===== src/rtl/fdm_pkg.sv =====
package fdm_pkg;
    typedef struct packed {
        logic [1:0] addr;
        logic       rd_n;
        logic       oe_n;
        logic       wr_n;
        logic       pktend_n;
    } bus_ctl_t;
endpackage


===== src/rtl/fdm_ctl_drive.sv =====
module fdm_ctl_drive
    import fdm_pkg::*;
#(
    parameter logic [1:0] EP_SEL = 2'b00
) (
    output bus_ctl_t ctl
);
    // Read side permanently armed; write-side strobes parked high.
    always_comb begin
        ctl.addr     = EP_SEL;
        ctl.rd_n     = 1'b0;
        ctl.oe_n     = 1'b0;
        ctl.wr_n     = 1'b1;
        ctl.pktend_n = 1'b1;
    end
endmodule


===== src/rtl/fdm_sat_counter.sv =====
module fdm_sat_counter #(
    parameter int W = 32
) (
    input  logic         clk,
    input  logic         rst_n,
    input  logic         clr,
    input  logic         inc,
    output logic [W-1:0] count
);
    localparam logic [W-1:0] TOP = {W{1'b1}};

    typedef struct packed {
        logic [W-1:0] cnt;
    } st_t;

    st_t st_d, st_q;

    always_comb begin
        st_d = st_q;
        if (clr)
            st_d.cnt = '0;
        else if (inc && st_q.cnt != TOP)
            st_d.cnt = st_q.cnt + 1'b1;
    end

    always_ff @(posedge clk) begin
        if (!rst_n) st_q <= '0;
        else        st_q <= st_d;
    end

    assign count = st_q.cnt;
endmodule


===== src/rtl/fdm_checksum.sv =====
module fdm_checksum #(
    parameter int DW = 8,
    parameter int SW = 16
) (
    input  logic          clk,
    input  logic          rst_n,
    input  logic          clr,
    input  logic          en,
    input  logic [DW-1:0] data,
    output logic [SW-1:0] sum
);
    typedef struct packed {
        logic [SW-1:0] acc;
    } st_t;

    st_t st_d, st_q;

    always_comb begin
        st_d = st_q;
        if (clr)
            st_d.acc = '0;
        else if (en)
            st_d.acc = st_q.acc + SW'(data);
    end

    always_ff @(posedge clk) begin
        if (!rst_n) st_q <= '0;
        else        st_q <= st_d;
    end

    assign sum = st_q.acc;
endmodule


===== src/rtl/fifo_drain_monitor.sv =====
module fifo_drain_monitor
    import fdm_pkg::*;
#(
    parameter int         DW        = 8,
    parameter int         SW        = 16,
    parameter int         CNT_W     = 32,
    parameter bit         EMPTY_LVL = 1'b0,
    parameter logic [1:0] EP_SEL    = 2'b00
) (
    input  logic             clk,
    input  logic             rst_n,
    input  logic             clr,
    input  logic [DW-1:0]    fifo_data,
    input  logic             fifo_flag,
    output logic [1:0]       fifo_addr,
    output logic             rd_n,
    output logic             oe_n,
    output logic             wr_n,
    output logic             pktend_n,
    output logic [CNT_W-1:0] byte_count,
    output logic [SW-1:0]    checksum,
    output logic [CNT_W-1:0] trans_count
);
    bus_ctl_t ctl;
    logic     has_data;
    logic     take;
    logic     differs;

    typedef struct packed {
        logic [DW-1:0] prev;
    } st_t;

    st_t st_d, st_q;

    fdm_ctl_drive #(.EP_SEL(EP_SEL)) u_ctl (.ctl(ctl));

    assign fifo_addr = ctl.addr;
    assign rd_n      = ctl.rd_n;
    assign oe_n      = ctl.oe_n;
    assign wr_n      = ctl.wr_n;
    assign pktend_n  = ctl.pktend_n;

    generate
        if (EMPTY_LVL) begin : g_empty_hi
            assign has_data = ~fifo_flag;
        end else begin : g_empty_lo
            assign has_data = fifo_flag;
        end
    endgenerate

    // clear wins over an arriving byte
    assign take    = has_data && !clr;
    assign differs = fifo_data != st_q.prev;

    always_comb begin
        st_d = st_q;
        if (clr)
            st_d.prev = '0;
        else if (has_data)
            st_d.prev = fifo_data;
    end

    always_ff @(posedge clk) begin
        if (!rst_n) st_q <= '0;
        else        st_q <= st_d;
    end

    fdm_sat_counter #(.W(CNT_W)) u_bytes (
        .clk(clk), .rst_n(rst_n), .clr(clr), .inc(take), .count(byte_count)
    );

    fdm_sat_counter #(.W(CNT_W)) u_trans (
        .clk(clk), .rst_n(rst_n), .clr(clr), .inc(take && differs),
        .count(trans_count)
    );

    fdm_checksum #(.DW(DW), .SW(SW)) u_sum (
        .clk(clk), .rst_n(rst_n), .clr(clr), .en(take), .data(fifo_data),
        .sum(checksum)
    );
endmodule


===== config.mk =====
export PLATFORM = sky130hd
export DESIGN_NAME = fifo_drain_monitor
export DESIGN_NICKNAME = d
export VERILOG_FILES = /design/src/rtl/fdm_pkg.sv /design/src/rtl/fdm_ctl_drive.sv /design/src/rtl/fdm_sat_counter.sv /design/src/rtl/fdm_checksum.sv /design/src/rtl/fifo_drain_monitor.sv
export SDC_FILE = /design/constraint.sdc
export NUM_CORES = 1
export LEC_CHECK = 0
export BUFFER_PORTS_ARGS = -buffer_cell sky130_fd_sc_hd__buf_2
export CAP_MARGIN = 0
export CORE_ASPECT_RATIO = 0.7
export CORE_MARGIN = 4
export CORE_UTILIZATION = 55
export CTS_BUF_LIST = sky130_fd_sc_hd__clkbuf_16
export DETAILED_ROUTE_END_ITERATION = 6
export MAX_ROUTING_LAYER = met4
export PLACE_DENSITY = 0.8
export RECOVER_POWER = 50
export SLEW_MARGIN = 0
export SYNTH_ARGS = -nofsm -noshare
export SYNTH_HDL_FRONTEND = slang
export SYNTH_HIERARCHICAL = 1
export SYNTH_SLANG_ARGS = --single-unit

===== constraint.sdc =====
create_clock -name clk -period 3.3 [get_ports clk]
set_clock_uncertainty 0.2 [all_clocks]
set_input_delay 0.495 -clock clk [delete_from_list [all_inputs] [get_ports clk]]
set_output_delay 0.495 -clock clk [all_outputs]
set_load 0.05 [all_outputs]

-- Word-level counts from Yosys, hierarchy flattened
Cells that the tools add are included.
- eq/ne operators: 3
- reduce and logical (&&, ||, !) cells: 6
- bitwise logic cells: 1
- add/subtract/negate cells: 3
- operators with widths (operator ; number):
    adder 32 x 1 -> 32 bit (second input constant) ; 2
    inequality test 32 bit (second input constant) ; 2
    adder 16 x 8 -> 16 bit ; 1
    inequality test 8 bit ; 1
    logical AND 1 bit ; 4
    OR reduction 2 bit ; 1
    zero test 1 bit ; 1
    NOT 1 bit ; 1
- word-level logic and storage cells: 17
- output and inout port bits: 86
- bits of input ports: 12
- register bits after elaboration: 88

-- Logic depth before layout (Yosys ltp)
- depth in word-level cells: 4
- mapped depth: 8
- mapped depth without buffers: 7

-- Cells and area by module
Netlist, hierarchy kept.
- by module, submodules not included (module ; times used ; area each (um2) ; cells each):
    fdm_sat_counter ; 2 ; 1667.8 ; 203
    fdm_checksum ; 1 ; 1047.3 ; 127
    fifo_drain_monitor ; 1 ; 401.6 ; 39
    fdm_ctl_drive ; 1 ; 52.6 ; 8

-- Least setup slack after synthesis
Ideal clock, no wire load.
- path kind: in2reg
- start: in fifo_flag
- end: reg u_trans.st_q, in the netlist u_trans/count[20]
- path slack: 0.771 ns
- library setup time: 0.128 ns
- stages on the path: 8
- path buffers: 2
- arrival: 2.201 ns
- required time: 2.972 ns
- cells stage by stage: buf_6 > and2b_1 > a21boi_1 > clkbuf_1 > nand4_1 > a2111oi_0 > xnor2_1 > nor2_1
- word-level cells in the longest chain between the ends: 3
- ends and longest elaborated chain (item ; line ; RTL):
    start, declared ; fifo_drain_monitor.sv:14 ; input logic fifo_flag,
    logical AND 1 bit ; fifo_drain_monitor.sv:52 ; assign take = has_data && !clr;
    via take ; fifo_drain_monitor.sv:26 ; logic take;
    logical AND 1 bit ; fifo_drain_monitor.sv:73 ; .clk(clk), .rst_n(rst_n), .clr(clr), .inc(take && differs),
    logical AND 1 bit ; fdm_sat_counter.sv:22 ; else if (inc && st_q.cnt != TOP)
    end signal, assigned ; fdm_sat_counter.sv:28 ; else st_q <= st_d;
    end, declared ; fdm_sat_counter.sv:16 ; st_t st_d, st_q;
The timed path passes the listed nets, and every way through them passes these cells.
A chain may end at the register's enable or synchronous reset.

-- Worst setup path after layout
- start: reg u_trans.st_q, in the netlist u_trans/count[16]
- end: reg u_trans.st_q, in the netlist u_trans/count[25]
- word-level cells in the longest chain between the ends: 2
- elaborated cells between the ends (all ways): 3
- classes of those cells: add/sub: 1; eq/ne: 1; reduce/logical: 1
- ends and longest elaborated chain (item):
    parallel branches: the longest is 2 deep, another holds adder 32 x 1 -> 32 bit
Several ways; the timed one is not identified.

==> qor.yml <==
layout:
  nets: 684
  final_util_pct: 64.9
  syn2layout_area_growth_pct: 14.3
  insertedDiodeCount: 0
  drive_above_1_share_pct: 9.16
cts:
  post_cts_buffers: 0
  clock_latency_ps: 340
  clock_path_buffers: 2
  clk_pin_slew_worst_paths_ps: 60
  cts_max_level: 3
  cts_resized: 0
  cts_buffers: 9
  clock_sinks: 88
  root_buffer: "clkbuf_16"
  cts_tree: "built"
  ctsHoldBuffers: 0
setup_path:
  required_ps: 3360
  cp_cell_sequence: "nand4_1 > or4_4 > o31ai_4 > o21ai_1 > a21oi_1"
  cp.arrival_ps: 2770
  path_buf_inv: 0
  cpMaxStageDelayCell: "o31ai_4"
  max_stage_delay_ps: 730
  endpoint_kind: "flop"
  start_kind: "flop"
  cp_max_fo: 25
  criticalPathCategory: "flop to flop"
  crit_family: "compound AO/OA/AOI/OAI gates"
drt:
  viasPerCell: 6.09
  wl_per_cell_um: 16.5
  vias: 4784
  drtPass1Iterations: 5
  drc: 0
  drt_iter0_drc: 510
  totalWireLength_mm: 13.0
  ant_nets: 0
synthesis:
  synth.area.mux_share_pct: 3.10
  synth_area_mm2: 0.00484
  seq_area_frac_synth_pct: 36.4
  async_flop_share_pct: 0
  synth_xor_area_share_pct: 5.98
  synthAdderAreaFrac_pct: 3.00
  yosysUniqueCellTypes: 56
  synth_compound_area_share_pct: 17.2
  synth-seq-cells: 88
  synthFlopType: "dfxtp_1"
  synth-simple-area-share_pct: 30.4
  ys.warnings.count: 6
  synth.avg_cell_area_um2: 8.34
  synth-edff-count: 0
  synthCells: 580
  synth_top_family_by_area: "simple AND/OR/NAND/NOR gates"
sta:
  period_share_pct: 82.2
  slew_violations: 0
  min_period_ps: 2710
  fin_setup_tns_ps: 0
  fmax_mhz: 369
  slew-limit-headroom_pct: 41.2
  worst_slew_pin_slew_ps: 883
  setup_viol: 0
  report.final.hold_viol_count: 0
  rsz0062_at_grt: "no"
  hold_ws_ps: 266
placement:
  gp_congestion: 0.922
  port_buffers: 91
  dpl.hpwl_mm: 9.47
die:
  core_mm2: 0.00851
  dieArea_mm2: 0.0104
  rows: 28
  initial_core_util_pct: 56.8
  ios: 98
  die_h_um: 86.5
  die_x_um: 120
global_routing:
  overflow: 0
  grt_use_total_pct: 26.6
  antenna_found_initial: 0
  grt_max_degree: 32
  grt_pass1_vias: 4473
  grt_pass1_wl_mm: 22.1
pwr:
  power.share.clock_pct: 44.5
  seqPwrFrac_pct: 48.1
  p_leak_uw: 0.00185
  combPwrFrac_pct: 7.4
  p_int_uw: 1690
  powerDensity_mw_per_mm2: 404
  vdd_drop_max_uv: 339
  p_sw_share_pct: 24.2
  p_switching_uw: 540
flow_run:
  maxCapViolations: 0
worst_hold_path:
  hold_path.class: "input port to flop"
run_status:
  outcome: "finished clean"
[worst reg2reg max path, stage by stage (launching register included)]
cell     delay, ps
dfxtp_1        440
nand4_1        230
or4_4          590
o31ai_4        730
o21ai_1        220
a21oi_1        210
[synthesized netlist by cell type (3+ instances only)]
master | n | share of area (%)
a2111oi_0 | 4 | 0.72
a211oi_1 | 10 | 1.6
a21o_1 | 3 | 0.47
a21oi_1 | 53 | 5.5
a31o_1 | 4 | 0.72
a31oi_1 | 3 | 0.39
and3_1 | 19 | 2.5
and4_1 | 7 | 1.3
buf_2 | 5 | 0.52
buf_4 | 8 | 1.2
clkbuf_1 | 13 | 1.0
dfxtp_1 | 88 | 36
ha_1 | 10 | 2.6
inv_1 | 7 | 0.54
mux2i_1 | 15 | 3.1
nand2_1 | 35 | 2.7
nand2b_1 | 8 | 1.0
nand3_1 | 33 | 3.4
nand4_1 | 29 | 3.8
nor2_1 | 52 | 4.0
nor2b_1 | 4 | 0.52
nor3_1 | 3 | 0.31
nor3_2 | 4 | 0.83
nor4_1 | 4 | 0.52
nor4_2 | 6 | 1.6
o211ai_1 | 5 | 0.78
o21ai_0 | 18 | 1.9
o21ai_1 | 22 | 2.3
or2_2 | 6 | 0.78
or3_1 | 31 | 4.0
or4_1 | 5 | 0.78
xnor2_1 | 22 | 4.0
xor2_1 | 11 | 2.0
[state kept, by name (all words and copies together) (netlist names)]
register / flops
u_bytes/count: 32
st_q: 8
u_sum/sum: 16
u_trans/count: 32
[power groups by stage]
stage | logic [uW] | registers, uW | clock network (uW)
2_1_floorplan | 118 | 1110 | 0
3_3_place_gp | 160 | 1100 | 0
3_5_place_dp | 163 | 1100 | 0
4_1_cts | 164 | 1080 | 1010
5_1_grt | 180 | 1080 | 1060
6_report | 165 | 1080 | 995
[per-layer routing]
metal / track usage, % / vias to the layer above / routed length [um]
met4: 6.65 / 0 / 128
met5: - / - / 0
met1: 37.1 / 2265 / 6130
met2: 39.9 / 199 / 5720
li1: - / 2303 / -
met3: 5.41 / 17 / 1010
[worst paths after layout]
check,from,to,slack (ps),depth (start not counted)
worst min-delay path,fifo_data[2],st_q[2],270,3
worst max-delay path,u_trans/count[16],u_trans/count[25],590,5
worst min register to register,u_sum/sum[15],u_sum/sum[15],270,2
worst max register to register,u_trans/count[16],u_trans/count[25],590,5
[stage by stage]
step	instances	cell area, um^2	setup WS [ps]	power, uW
finish	786	5530	587	2240
detailed placement	770	5330	510	1260
global route	786	5530	420	2320
global placement	770	5330	682	1260
floorplan	584	4850	771	1230
CTS	786	5620	630	2250
[final cells by class]
class                      instances  area [um^2]
clock buffer                       9          225
clock inverter                     7         61.3
fill                             784         2980
inverter                           7         26.3
multi-input combinational        460         2910
sequential                        88         1760
tap                              120          150
timing repair buffer              95          394
[kinds of logic (layout without fill, tap and decap cells)]
| kind of cell | after synthesis | count (layout) |
|---|---|---|
| DFF | 88 | 88 |
| AOI/OAI and AO/OA | 135 | 135 |
| and+or+nand+nor | 260 | 260 |
| muxes | 15 | 15 |
| other | 2 | 6 |
| adders and majority gates | 11 | 11 |
| xor gates and xnor gates | 33 | 33 |
| buffers and inverters | 36 | 118 |
[layout by cell type, fill, tap and decap left out, types with 3 or more instances in the layout]
| cell type | Yosys | routed |
|---|---|---|
| a21o_1 | 3 | 3 |
| nand3_1 | 33 | 33 |
| ha_1 | 10 | 10 |
| xnor2_1 | 22 | 22 |
| nand4_1 | 29 | 29 |
| a21oi_1 | 53 | 53 |
| inv_1 | 7 | 7 |
| a211oi_1 | 10 | 10 |
| or2_2 | 6 | 6 |
| o21ai_0 | 18 | 18 |
| buf_2 | 5 | 18 |
| a2111oi_0 | 4 | 4 |
| dfxtp_1 | 88 | 88 |
| clkbuf_16 | 0 | 9 |
| clkbuf_1 | 13 | 73 |
| o211ai_1 | 5 | 5 |
| o21ai_1 | 22 | 22 |
| nor2_1 | 52 | 52 |
| conb_1 | 2 | 6 |
| clkinv_1 | 0 | 4 |
| nor3_1 | 3 | 3 |
| or3_1 | 31 | 31 |
| a31oi_1 | 3 | 3 |
| and3_1 | 19 | 19 |
| nor3_2 | 4 | 4 |
| xor2_1 | 11 | 11 |
| nand2_1 | 35 | 35 |
| nand2b_1 | 8 | 8 |
| and4_1 | 7 | 7 |
| mux2i_1 | 15 | 15 |
| nor4_1 | 4 | 4 |
| nor4_2 | 6 | 6 |
| buf_4 | 8 | 4 |
| a31o_1 | 4 | 4 |
| or4_1 | 5 | 5 |
| nor2b_1 | 4 | 4 |
Power figures use the tool's default switching activity.
